`src/rtl/sio_pkg.sv`:
```
package sio_pkg;

  localparam int OVS        = 16;
  localparam int FRAME_BITS = 11;
  localparam int BYTE_W     = 8;

  // status bit positions
  localparam int ST_DR  = 0;
  localparam int ST_THE = 1;
  localparam int ST_TXE = 2;
  localparam int ST_PE  = 4;
  localparam int ST_FE  = 5;
  localparam int ST_OE  = 6;
  localparam int ST_RE  = 7;

  typedef enum logic [1:0] {
    SEL_TX   = 2'd0,
    SEL_RX   = 2'd1,
    SEL_STAT = 2'd2,
    SEL_BAUD = 2'd3
  } sel_e;

  function automatic logic even_par(input logic [BYTE_W-1:0] d);
    return ^d;
  endfunction

  // bit 0 leaves first: start, data LSB..MSB, parity, stop
  function automatic logic [FRAME_BITS-1:0] build_frame(input logic [BYTE_W-1:0] d);
    return {1'b1, even_par(d), d, 1'b0};
  endfunction

  function automatic logic [7:0] pack_status(
    input logic dr, input logic the, input logic txe,
    input logic pe, input logic fe, input logic oe);
    logic [7:0] s;
    s         = '0;
    s[ST_DR]  = dr;
    s[ST_THE] = the;
    s[ST_TXE] = txe;
    s[ST_PE]  = pe;
    s[ST_FE]  = fe;
    s[ST_OE]  = oe;
    s[ST_RE]  = pe | fe | oe;
    return s;
  endfunction

endpackage

```
`src/rtl/sio_baud.sv`:
```
module sio_baud #(
  parameter int DIV_W   = 16,
  parameter int RST_DIV = 27
) (
  input  logic             clk,
  input  logic             rst_n,
  input  logic             div_we,
  input  logic [DIV_W-1:0] div_wval,
  output logic [DIV_W-1:0] div_q,
  output logic             tick
);

  logic [DIV_W-1:0] cnt_q;
  logic [DIV_W-1:0] last_cnt;

  assign last_cnt = (div_q == '0) ? '0 : div_q - 1'b1;
  assign tick     = (cnt_q == last_cnt);

  always_ff @(posedge clk or negedge rst_n) begin
    if (!rst_n) begin
      div_q <= DIV_W'(RST_DIV);
      cnt_q <= '0;
    end else if (div_we) begin
      div_q <= div_wval;
      cnt_q <= '0;
    end else if (tick) begin
      cnt_q <= '0;
    end else begin
      cnt_q <= cnt_q + 1'b1;
    end
  end

endmodule

```
`src/rtl/sio_tx.sv`:
```
module sio_tx
  import sio_pkg::*;
(
  input  logic              clk,
  input  logic              rst_n,
  input  logic              tick,
  input  logic              wr,
  input  logic [BYTE_W-1:0] wbyte,
  output logic              txd,
  output logic              hold_empty,
  output logic              tx_idle,
  output logic              load
);

  localparam int SUB_W = $clog2(OVS);
  localparam int BIT_W = $clog2(FRAME_BITS);
  localparam logic [SUB_W-1:0] SUB_LAST = SUB_W'(OVS - 1);
  localparam logic [BIT_W-1:0] BIT_LAST = BIT_W'(FRAME_BITS - 1);

  logic [BYTE_W-1:0]     hold_q;
  logic                  hold_full_q;
  logic                  busy_q;
  logic [SUB_W-1:0]      sub_q;
  logic [BIT_W-1:0]      bit_q;
  logic [FRAME_BITS-1:0] shf_q;
  logic                  bit_end;
  logic                  frame_end;

  assign bit_end   = busy_q && (sub_q == SUB_LAST);
  assign frame_end = bit_end && (bit_q == BIT_LAST);
  assign load      = tick && hold_full_q && (!busy_q || frame_end);

  always_ff @(posedge clk or negedge rst_n) begin
    if (!rst_n) begin
      busy_q <= 1'b0;
      sub_q  <= '0;
      bit_q  <= '0;
      shf_q  <= '1;
    end else if (tick) begin
      if (load) begin
        busy_q <= 1'b1;
        sub_q  <= '0;
        bit_q  <= '0;
        shf_q  <= build_frame(hold_q);
      end else if (busy_q) begin
        if (bit_end) begin
          sub_q <= '0;
          shf_q <= {1'b1, shf_q[FRAME_BITS-1:1]};
          if (frame_end) begin
            busy_q <= 1'b0;
          end else begin
            bit_q <= bit_q + 1'b1;
          end
        end else begin
          sub_q <= sub_q + 1'b1;
        end
      end
    end
  end

  always_ff @(posedge clk or negedge rst_n) begin
    if (!rst_n) begin
      hold_full_q <= 1'b0;
      hold_q      <= '0;
    end else begin
      if (wr) begin
        hold_full_q <= 1'b1;
        hold_q      <= wbyte;
      end else if (load) begin
        hold_full_q <= 1'b0;
      end
    end
  end

  assign txd        = busy_q ? shf_q[0] : 1'b1;
  assign hold_empty = !hold_full_q;
  assign tx_idle    = !busy_q && !hold_full_q;

endmodule

```
`src/rtl/sio_rx.sv`:
```
module sio_rx
  import sio_pkg::*;
#(
  parameter int SYNC_STAGES = 2
) (
  input  logic              clk,
  input  logic              rst_n,
  input  logic              tick,
  input  logic              rxd,
  output logic              done,
  output logic [BYTE_W-1:0] dbyte,
  output logic              perr,
  output logic              ferr
);

  localparam int SUB_W = $clog2(OVS);
  localparam int IDX_W = $clog2(BYTE_W);
  localparam logic [SUB_W-1:0] SUB_LAST = SUB_W'(OVS - 1);
  localparam logic [SUB_W-1:0] MID_LAST = SUB_W'(OVS / 2 - 1);
  localparam logic [IDX_W-1:0] IDX_LAST = IDX_W'(BYTE_W - 1);

  typedef enum logic [2:0] {
    RX_IDLE, RX_START, RX_DATA, RX_PAR, RX_STOP
  } rx_state_e;

  logic [SYNC_STAGES-1:0] sync_q;
  logic                   rx_s;
  rx_state_e              state_q;
  logic [SUB_W-1:0]       cnt_q;
  logic [IDX_W-1:0]       idx_q;
  logic [BYTE_W-1:0]      sh_q;
  logic                   par_q;

  always_ff @(posedge clk or negedge rst_n) begin
    if (!rst_n) sync_q <= '1;
    else        sync_q <= {sync_q[SYNC_STAGES-2:0], rxd};
  end

  assign rx_s  = sync_q[SYNC_STAGES-1];
  assign dbyte = sh_q;

  always_ff @(posedge clk or negedge rst_n) begin
    if (!rst_n) begin
      state_q <= RX_IDLE;
      cnt_q   <= '0;
      idx_q   <= '0;
      sh_q    <= '0;
      par_q   <= 1'b0;
      done    <= 1'b0;
      perr    <= 1'b0;
      ferr    <= 1'b0;
    end else begin
      done <= 1'b0;
      if (tick) begin
        unique case (state_q)
          RX_IDLE: begin
            if (!rx_s) begin
              state_q <= RX_START;
              cnt_q   <= '0;
            end
          end
          RX_START: begin
            if (cnt_q == MID_LAST) begin
              cnt_q   <= '0;
              idx_q   <= '0;
              state_q <= rx_s ? RX_IDLE : RX_DATA;
            end else begin
              cnt_q <= cnt_q + 1'b1;
            end
          end
          RX_DATA: begin
            if (cnt_q == SUB_LAST) begin
              cnt_q <= '0;
              sh_q  <= {rx_s, sh_q[BYTE_W-1:1]};
              if (idx_q == IDX_LAST) state_q <= RX_PAR;
              else                   idx_q   <= idx_q + 1'b1;
            end else begin
              cnt_q <= cnt_q + 1'b1;
            end
          end
          RX_PAR: begin
            if (cnt_q == SUB_LAST) begin
              cnt_q   <= '0;
              par_q   <= rx_s;
              state_q <= RX_STOP;
            end else begin
              cnt_q <= cnt_q + 1'b1;
            end
          end
          RX_STOP: begin
            if (cnt_q == SUB_LAST) begin
              cnt_q   <= '0;
              done    <= 1'b1;
              ferr    <= !rx_s;
              perr    <= even_par(sh_q) ^ par_q;
              state_q <= RX_IDLE;
            end else begin
              cnt_q <= cnt_q + 1'b1;
            end
          end
          default: state_q <= RX_IDLE;
        endcase
      end
    end
  end

endmodule

```
`src/rtl/sio_poll.sv`:
```
module sio_poll
  import sio_pkg::*;
#(
  parameter int REG_W       = 16,
  parameter int DIV_W       = 16,
  parameter int RST_DIV     = 27,
  parameter int SYNC_STAGES = 2
) (
  input  logic             clk,
  input  logic             rst_n,
  input  logic [1:0]       reg_sel,
  input  logic             wr_en,
  input  logic             rd_en,
  input  logic [REG_W-1:0] wdata,
  output logic [REG_W-1:0] rdata,
  input  logic             rxd,
  output logic             txd
);

  sel_e              sel;
  logic              wr_tx, wr_div, rd_rx, rd_st;
  logic              baud_tick;
  logic [DIV_W-1:0]  div_q;
  logic              tx_load, tx_hold_empty, tx_idle;
  logic              rx_done, rx_perr, rx_ferr;
  logic [BYTE_W-1:0] rx_byte;
  logic [BYTE_W-1:0] rx_data_q;
  logic              dr_q, pe_q, fe_q, oe_q;
  logic              ovr_evt, rx_accept;
  logic [7:0]        status_b;

  assign sel    = sel_e'(reg_sel);
  assign wr_tx  = wr_en && (sel == SEL_TX);
  assign wr_div = wr_en && (sel == SEL_BAUD);
  assign rd_rx  = rd_en && (sel == SEL_RX);
  assign rd_st  = rd_en && (sel == SEL_STAT);

  sio_baud #(.DIV_W(DIV_W), .RST_DIV(RST_DIV)) u_baud (
    .clk(clk), .rst_n(rst_n), .div_we(wr_div),
    .div_wval(wdata[DIV_W-1:0]), .div_q(div_q), .tick(baud_tick)
  );

  sio_tx u_tx (
    .clk(clk), .rst_n(rst_n), .tick(baud_tick), .wr(wr_tx),
    .wbyte(wdata[BYTE_W-1:0]), .txd(txd), .hold_empty(tx_hold_empty),
    .tx_idle(tx_idle), .load(tx_load)
  );

  sio_rx #(.SYNC_STAGES(SYNC_STAGES)) u_rx (
    .clk(clk), .rst_n(rst_n), .tick(baud_tick), .rxd(rxd),
    .done(rx_done), .dbyte(rx_byte), .perr(rx_perr), .ferr(rx_ferr)
  );

  // a read in the completing cycle frees the buffer first
  assign ovr_evt   = rx_done && dr_q && !rd_rx;
  assign rx_accept = rx_done && !ovr_evt;

  always_ff @(posedge clk or negedge rst_n) begin
    if (!rst_n) begin
      rx_data_q <= '0;
      dr_q      <= 1'b0;
      pe_q      <= 1'b0;
      fe_q      <= 1'b0;
    end else if (rx_accept) begin
      rx_data_q <= rx_byte;
      dr_q      <= 1'b1;
      pe_q      <= rx_perr;
      fe_q      <= rx_ferr;
    end else if (rd_rx) begin
      dr_q <= 1'b0;
    end
  end

  always_ff @(posedge clk or negedge rst_n) begin
    if (!rst_n)       oe_q <= 1'b0;
    else if (ovr_evt) oe_q <= 1'b1;
    else if (rd_st)   oe_q <= 1'b0;
  end

  assign status_b = pack_status(dr_q, tx_hold_empty, tx_idle, pe_q, fe_q, oe_q);

  always_comb begin
    unique case (sel)
      SEL_RX:   rdata = REG_W'(rx_data_q);
      SEL_STAT: rdata = REG_W'(status_b);
      SEL_BAUD: rdata = REG_W'(div_q);
      default:  rdata = '0;
    endcase
  end

endmodule

```
`config.mk`:
```
export PLATFORM = sky130hd
export DESIGN_NAME = sio_poll
export DESIGN_NICKNAME = d
export VERILOG_FILES = /design/src/rtl/sio_pkg.sv /design/src/rtl/sio_baud.sv /design/src/rtl/sio_tx.sv /design/src/rtl/sio_rx.sv /design/src/rtl/sio_poll.sv
export SDC_FILE = /design/constraint.sdc
export NUM_CORES = 1
export LEC_CHECK = 0
export BUFFER_PORTS_ARGS = -buffer_cell sky130_fd_sc_hd__buf_2
export CORE_ASPECT_RATIO = 0.6
export CORE_MARGIN = 2
export CORE_UTILIZATION = 25
export CTS_BUF_LIST = sky130_fd_sc_hd__clkbuf_8
export DETAILED_ROUTE_END_ITERATION = 16
export GPL_TIMING_DRIVEN = 0
export SKIP_CTS_REPAIR_TIMING = 1
export SYNTH_ARGS = -nofsm -noshare
export SYNTH_HDL_FRONTEND = slang
export SYNTH_HIERARCHICAL = 1
export SYNTH_SLANG_ARGS = --single-unit
```
`constraint.sdc`:
```
create_clock -name clk -period 6 [get_ports clk]
set_input_delay 1.2 -clock clk [delete_from_list [all_inputs] [get_ports clk]]
set_output_delay 1.2 -clock clk [all_outputs]
set_load 0.005 [all_outputs]
```
Yosys cells after proc, flatten, opt, wreduce, memory -nomap -nowiden
Index checks and enable logic that the tools add are counted.

operators by class
  add/sub/neg operators = 6
  $mul = 0
  div/mod/pow operators = 0
  magnitude comparators = 0
  eq/ne operators = 21
  shift-type cells = 0
  mux-type cells = 44
  bitwise logic cells = 3
  reductions and logical operators = 40

operators by type and width
  operator                                                              count
  16-bit two-way mux                                                    3
  16-bit one-hot mux with 3 select lines                                1
  4-bit two-way mux                                                     10
  11-bit two-way mux                                                    3
  3-bit two-way mux                                                     9
  16-bit by 1-bit adder with 16-bit output, second input constant       1
  16-bit == test                                                        1
  16-bit logical NOT                                                    1
  8-bit XOR reduction                                                   2
  16-bit by 1-bit subtractor with 16-bit output, second input constant  1
  3-bit one-hot mux with 5 select lines                                 1
  3-bit AND reduction                                                   5
  1-bit two-way mux                                                     14
  4-bit by 1-bit adder with 4-bit output, second input constant         3
  4-bit == test, second input constant                                  3
  1-bit logical AND                                                     12
  4-bit one-hot mux with 3 select lines                                 1
  2-bit nonzero test                                                    6
  2-bit by 1-bit != test with 1-bit output, second input constant       5
  7-bit AND reduction                                                   1
  3-bit by 2-bit == test with 1-bit output, second input constant       2
  3-bit == test, second input constant                                  2
  2-bit != test, second input constant                                  3
  3-bit one-hot mux with 2 select lines                                 1
  17 further kinds                                                      23

storage, ports and cells
  register bits = 97
  bits in latches = 0
  memory bits (writable) = 0
  ROM bits = 0
  input port bits = 23
  logic and storage cells = 136
  memories = 0

Longest topological paths before layout
Gate-level depths: netlist (run 1).

  depth after elaboration = 7
  gate-level depth with buffers = 17
  mapped depth without buffers = 13

Modules after synthesis
The synthesis (run 1) kept the hierarchy.

by module, submodules not included
  module    times used  cells each  area each (sq um)  sequential area each (sq um)
  sio_baud  1           222         2,173.3            805.8
  sio_tx    1           140         1,413.9            713.2
  sio_rx    1           121         1,308.8            603.1
  sio_poll  1           64          721.9              300.3

Worst setup path after synthesis (run 1)
Ideal clock, no wire load.

  path type = reg-to-reg
  start point = register u_baud.div_q[0]
  end point = register u_rx.state_q[0]
  setup time = 0.128 ns
  arrival = 3.509 ns
  data required time = 5.872 ns
  path slack = 2.364 ns
  stages on the path, launching flop included = 15
  clock period less this slack = 3.636 ns
  cells stage by stage = dfstp_2 -> inv_1 -> ha_1 -> or3b_2 -> or3_1 -> and2_1 -> o21ai_0 -> a21oi_1 -> nor4b_4 -> buf_6 -> and2_1 -> clkbuf_1 -> inv_1 -> a31oi_2 -> mux2_1

between the ends
  longest elaborated chain between the ends = 4
  elaborated cells between the ends (all ways) = 5

ends and longest elaborated chain
  item                                                                                        line            RTL
  start, declared                                                                             sio_baud.sv:9   output logic [DIV_W-1:0] div_q,
  start signal, assigned                                                                      sio_baud.sv:21  div_q <= DIV_W'(RST_DIV);
  start signal, assigned                                                                      sio_baud.sv:24  div_q <= div_wval;
  16-bit by 1-bit subtractor with 16-bit output / 16-bit logical NOT (equally long branches)  sio_baud.sv:16  assign last_cnt = (div_q == '0) ? '0 : div_q - 1'b1;
  16-bit two-way mux (*)                                                                      sio_baud.sv:16
  16-bit == test (*)                                                                          sio_baud.sv:17  assign tick = (cnt_q == last_cnt);
  named net baud_tick                                                                         sio_poll.sv:22  logic baud_tick;
  7-bit AND reduction (no line) (*)                                                           n/a
  end signal, assigned                                                                        sio_rx.sv:66    state_q <= rx_s ? RX_IDLE : RX_DATA;
  end, declared                                                                               sio_rx.sv:28    rx_state_e state_q;

Mark *: on every way through the listed nets, which the timed path passes. The rest lies on a longest branch.
A chain may end at the register's enable or synchronous reset.

Worst setup path after layout (run 1)
  start point = register u_baud.div_q[2]
  end point = register u_rx.state_q[0]

Same word-level chain as after synthesis.

==> results of run 1 <==
==> cells by family (layout without fill, tap and decap cells) <==
logic type / count (synthesis) / after routing / share of synthesized area
AND/OR/NAND/NOR: 169 / 169 / 0.1768
AO/OA/AOI/OAI: 134 / 134 / 0.1617
flip-flops: 96 / 96 / 0.4312
multiplexers: 55 / 55 / 0.1087
buffers and inverters: 44 / 100 / 0.03742
XOR/XNOR: 41 / 41 / 0.06637
adder cells (fa/ha/maj): 8 / 8 / 0.01782
==> path summary, 6_finish.rpt <==
check / startpoint / endpoint / cells after the start
min reg2reg: u_rx/sync_q[0] / u_rx/sync_q[1] / 0
min: u_rx/sync_q[0] / u_rx/sync_q[1] / 0
max in group asynchronous: rst_n / u_baud/div_q[4] / 2
min in group asynchronous: rst_n / u_rx/cnt_q[0] / 1
max: u_baud/div_q[2] / u_rx/state_q[0] / 12
max reg2reg: u_baud/div_q[2] / u_rx/state_q[0] / 12
==> layout make-up <==
type | instances | area share
Buffer | 31 | 0.02503
Clock buffer | 10 | 0.02135
Clock inverter | 6 | 0.01688
Inverter | 13 | 0.007568
Multi-Input combinational cell | 407 | 0.4630
Sequential cell | 96 | 0.3757
Tap cell | 286 | 0.05550
Timing Repair Buffer | 40 | 0.03493
==> where the power goes <==
part | leakage, nW | switching (mW) | internal [mW]
combinational | 1.35 | 0.162 | 0.140
clock | 0.120 | 0.239 | 0.287
sequential | 1.23 | 0.0857 | 0.698
total | 2.69 | 0.487 | 1.12
==> per-stage QoR <==
| step | instances | setup WS (ns) | instance area (um^2) | power (mW) | hold WS [ns] |
|---|---|---|---|---|---|
| after floorplan | 547 | 2.364 | 5618 | 0.9855 | 0.3452 |
| after global placement | 872 | 1.415 | 6171 | 1.086 | 0.3465 |
| after detailed placement | 873 | 1.456 | 6201 | 1.093 | 0.3497 |
| after CTS | 889 | 1.405 | 6447 | 1.623 | 0.3628 |
| after global routing | 889 | 0.9910 | 6447 | 1.689 | 0.3647 |
| final | 889 | 1.346 | 6447 | 1.612 | 0.3626 |
==> synthesized netlist by cell type (4+ instances only) <==
library cell	instances
o31ai_1	5
nand2_1	35
xnor2_1	21
mux2_2	47
nor2b_1	6
a211oi_1	17
o21ai_0	31
buf_2	9
inv_1	13
nor3_1	6
clkbuf_1	16
o21ai_1	4
dfrtp_1	80
nand4_1	11
a22o_1	9
nor2_1	34
dfstp_2	16
a31oi_1	9
buf_6	4
and3_1	14
and2_1	5
mux2i_1	7
nand3_1	20
ha_1	8
a211o_1	4
a21oi_1	25
xor2_1	19
==> sequential cells by signal (all words and copies together) (netlist names), 2 cells and up <==
| signal | flops |
|---|---|
| u_baud/cnt_q | 16 |
| u_baud/div_q | 16 |
| u_tx/shf_q | 10 |
| rx_data_q | 8 |
| u_rx/dbyte | 8 |
| u_tx/hold_q | 8 |
| u_rx/cnt_q | 4 |
| u_tx/bit_q | 4 |
| u_tx/sub_q | 4 |
| u_rx/idx_q | 3 |
| u_rx/state_q | 3 |
| u_rx/sync_q | 2 |
==> per-layer routing <==
layer	share of wire	wire length, um	GRT usage
met1	0.58	7952	0.1996
met3	0.050	691	0.03176
met2	0.37	5092	0.1490
met5	0	0	0
met4	0.0054	74	0.01833
==> results.toml, run 1 <==
[detailed_routing]
vias = 4320
dr.first_iter.drc_count = 292
drt_first_pass_iters = 5
drc = 0
routed_wl_um = 13810
vias_per_cell = 4.859
antenna_left = 0
post_drt_wl_per_cell_um = 15.54

[timing]
setup_violations = 0
maxSlewHeadroom = 0.4484
fmax_ghz = 0.2149
hold_viol_final = 0
finalCritPeriodShare = 0.7757
fin_tns_setup_ns = 0
min_period_ns = 4.654
final.setup_skew_ns = 0.01222
tightest_slew_ns = 0.8198
rsz0062_at_grt = "false"
drv_slew = 0

[min_path]
hp-class = "flop to flop"

[worst_setup_path]
cp_max_fo = 10
cp_slowest_stage_delay_ns = 0.75
required_ns = 6.27
cp.buffers_inverters = 3
cp-end-kind = "flop"
r2r_slack_ns = 1.35
path_cells = "nor4_1, nand3_1, xor2_1, nand2b_1, a211o_1, a21oi_1, buf_2, and2_1, clkbuf_1, inv_1, a31oi_2, mux2_1"
crit_path_start_kind = "flop"
crit_type = "flop to flop"
cp.arrival_ns = 4.92
critical-path-slowest-cell = "nor4_1"
crit_family = "simple AND/OR/NAND/NOR gates"

[synth]
synthArstFlopShare = 1.000
synth.yosys.seq_area_share = 0.4312
synth_edf_count = 0
yosysWarningCount = 6
yosys.area.top_type = "dfrtp_1"
ys_ff_latch = 96
syn_nets = 578
synth_top_flop_cell = "dfrtp_1"
netlist_instances = 547
synth_top_area_share = 0.3563
syn_area_mm2 = 0.005618
synth.distinct_cells = 75
synth.area.top_cells = "dfrtp_1 (36%), mux2_2 (9.4%), dfstp_2 (7.5%)"
avgSynthCellArea_um2 = 10.27

[final_layout]
synthToLayoutAreaGrowth_pct = 14.77
register_area_mm2 = 0.002422
final_layout_size_suffix_gt1_frac = 0.2554
multi_input_area_mm2 = 0.002985
insertedDiodeCount = 0
final_util = 0.2921
nNetsFinal = 629
final_common_cell = "dfrtp_1"
nFillCells = 2310
layout_common_cells = "dfrtp_1 (80), buf_2 (47), mux2_2 (47)"

[global_routing]
grt_start_max_net_pins = 65
grt_pass1_wl_um = 22100
antenna_found_initial = 0
grt_overflow_total = 0
grt_util_all_layers = 0.1199
grt_pass1_vias = 3990

[clocking]
cts_buffer_depth = 2
cts_buffers = 9
clkTransAtPathRegs_ns = 0.09
htreeDepth = 3
cts_sinks = 96
worstSkewPairLatency_ns = 0.38
cts_tree = "yes"
clockRootBuffer = "clkbuf_8"

[floorplanning]
boundaryPins = 40
num_rows = 42
dieHeight_um = 120.1
fp.dieW_um = 197.5
initial_core_util = 0.2545
dieArea_mm2 = 0.02373
core_area_mm2 = 0.02207

[place]
io_buffers = 39
hpwlAfterDp_um = 10190
gp_congestion = 0.8175

[pwr]
leakage_nw = 2.694
power_density_mw_per_mm2 = 250.0
ir_drop_mv = 0.1305

[job]
cap_viol_max_count = 0

[status]
outcome = "finished clean"
(Power assumes the default switching activity.)
==> inputs of run 2 (changes only) <==
clock period = 4.1 ns   (was 6 ns; I/O delays follow)
==> run 2 against run 1 <==
Compared with the run above: final cell count rose by 0.45%; design area rose by 1.4%; sequential share of layout area fell by 0.51 points; register-to-register slack got worse by 1.2 ns; via count rose by 1.4%; wire length rose by 1.6%; worst hold slack barely moved; count of clock-buffer cells in the layout did not move; global-route usage did not move; utilization rose by 0.40 points; fmax rose by 17%; critical endpoint is now u_tx/bit_q[3].
==> results.toml, run 2 (synthesis results as in run 1) <==
[status]
outcome = "finished clean"

[pwr]
p_switching_mw = 0.7222
ir_drop_mv = 0.1856
power_density_mw_per_mm2 = 364.2
switching_share = 0.3034
leakage_nw = 2.733
power_mw = 2.381
internal_power_mw = 1.658
pwr-share-clk = 0.322
p_seq_frac = 0.485
comb_power_share = 0.193

[detailed_routing]
vias = 4382
dr.first_iter.drc_count = 242
antenna_left = 0
vias_per_cell = 4.907
routed_wl_um = 14030
post_drt_wl_per_cell_um = 15.71
drt_first_pass_iters = 4
drc = 0

[timing]
drv_slew = 0
maxSlewHeadroom = 0.5542
hold_viol_final = 0
fmax_ghz = 0.2524
setup_violations = 0
min_period_ns = 3.961
tightest_slew_ns = 0.6643
setup_slack_ns = 0.1388
final.setup_skew_ns = 0.01332
finalCritPeriodShare = 0.9662

[worst_setup_path]
required_ns = 4.41
crit_path_start_kind = "flop"
cp.arrival_ns = 4.27
r2r-start = "u_baud/div_q[0]"
cp_max_fo = 10
worst-r2r-cell-count = 16
r2r-end = "u_tx/bit_q[3]"
r2r_slack_ns = 0.14
crit_type = "flop to flop"
cp-end-kind = "flop"

[final_layout]
final_common_cell = "dfrtp_1"
synthToLayoutAreaGrowth_pct = 16.35
nNetsFinal = 633
final_layout_size_suffix_gt1_frac = 0.2751
insertedDiodeCount = 0
reg.largest.list = "u_baud/cnt_q (16), u_baud/div_q (16), u_tx/shf_q (10)"
layout_common_cells = "dfrtp_1 (80), mux2_2 (47), buf_2 (46)"
nFillCells = 2310

[clocking]
htreeDepth = 3
cts_buffers = 9
clkTransAtPathRegs_ns = 0.10
worstSkewPairLatency_ns = 0.38
clockRootBuffer = "clkbuf_8"
cts_tree = "yes"
cts_sinks = 96
cts_buffer_depth = 2

[floorplanning]
boundaryPins = 40
core_area_mm2 = 0.02207
num_rows = 42
fp.dieW_um = 197.5
dieHeight_um = 120.1
dieArea_mm2 = 0.02373
initial_core_util = 0.2545

[global_routing]
antenna_found_initial = 0
grt_start_max_net_pins = 65
grt_util_all_layers = 0.1199
grt_pass1_vias = 3990
grt_overflow_total = 0
grt_pass1_wl_um = 22100

[place]
pre_cts_ws_ns = -0.4445
hpwlAfterDp_um = 10190
io_buffers = 39
gp_congestion = 0.8175

[min_path]
min_from = "u_rx/sync_q[0]"
hp-class = "flop to flop"
hold_end = "u_rx/sync_q[1]"
hold_path_depth = 0

[job]
cap_viol_max_count = 0
## run 2: cell types whose count changed in the layout (fill, tap and decap cells not counted), sizes merged
| cell | change |
|---|---|
| buf | +5 |
| clkbuf | -1 |
## run 2: area by class of cell
| cell class | instances | area [um^2] | area share |
|---|---|---|---|
| multi-input combinational | 407 | 3027 | 0.4631 |
| timing repair buffer | 46 | 274.0 | 0.04192 |
| sequential | 96 | 2422 | 0.3706 |
| tap | 286 | 357.8 | 0.05475 |
| buffer | 29 | 160.2 | 0.02450 |
| clock inverter | 6 | 108.9 | 0.01665 |
| inverter | 13 | 48.80 | 0.007466 |
| clock buffer | 10 | 137.6 | 0.02106 |
## run 2: worst max-delay path by stage
stage | startpoint | to | slack [ns] | cells past startpoint
floorplan | u_baud/div_q[0] | u_rx/state_q[0] | 0.46 | 14
global route | u_baud/div_q[0] | u_rx/dbyte[3] | -0.05 | 16
detailed placement | u_baud/div_q[2] | u_rx/state_q[0] | -0.44 | 12
finish | u_baud/div_q[0] | u_tx/bit_q[3] | 0.14 | 16
global placement | u_baud/div_q[2] | u_rx/state_q[0] | -0.49 | 12
CTS | u_baud/div_q[2] | u_rx/state_q[0] | -0.49 | 12
## run 2: metrics by stage
step / hold slack, ns / util / setup TNS [ns] / std cells / cell area, um^2
3_5_place_dp: 0.3497 / 0.2810 / -8.445 / 873 / 6201
5_1_grt: 0.3647 / 0.2961 / -0.4125 / 893 / 6536
3_3_place_gp: 0.3465 / 0.2796 / -9.791 / 872 / 6171
2_1_floorplan: 0.3452 / - / 0 / 547 / 5618
4_1_cts: 0.3628 / 0.2921 / -10.69 / 889 / 6447
6_report: 0.3625 / 0.2961 / 0 / 893 / 6536
## run 2: critical path, stage by stage (launching register included)
cell	delay, ns
dfstp_2	0.42
inv_1	0.11
ha_2	0.24
nor3b_4	0.39
buf_4	0.18
nand3_1	0.08
mux2i_1	0.35
xnor2_1	0.12
a211o_1	0.27
nor4b_4	0.30
buf_6	0.18
buf_6	0.15
and2_4	0.19
clkbuf_4	0.19
o21ai_2	0.11
or4_4	0.49
a21oi_2	0.14
## run 2: layer usage
metal  share of wire  vias up  track usage  wire length [um]
met5               0        -            0                 0
met4          0.0055        0      0.01833                77
met3           0.052        7      0.03176               731
met2            0.37      107       0.1490              5253
met1            0.57     2154       0.1996              7969
li1                -     2114            -                 -
## run 2: power groups by stage
| stage | registers (mW) | clock network (mW) | logic, mW |
|---|---|---|---|
| after global routing | 1.16 | 0.831 | 0.503 |
| final | 1.15 | 0.767 | 0.460 |
| after CTS | 1.14 | 0.790 | 0.441 |
| after floorplan | 1.12 | 0 | 0.323 |
| after global placement | 1.16 | 0 | 0.429 |
| after detailed placement | 1.16 | 0 | 0.437 |
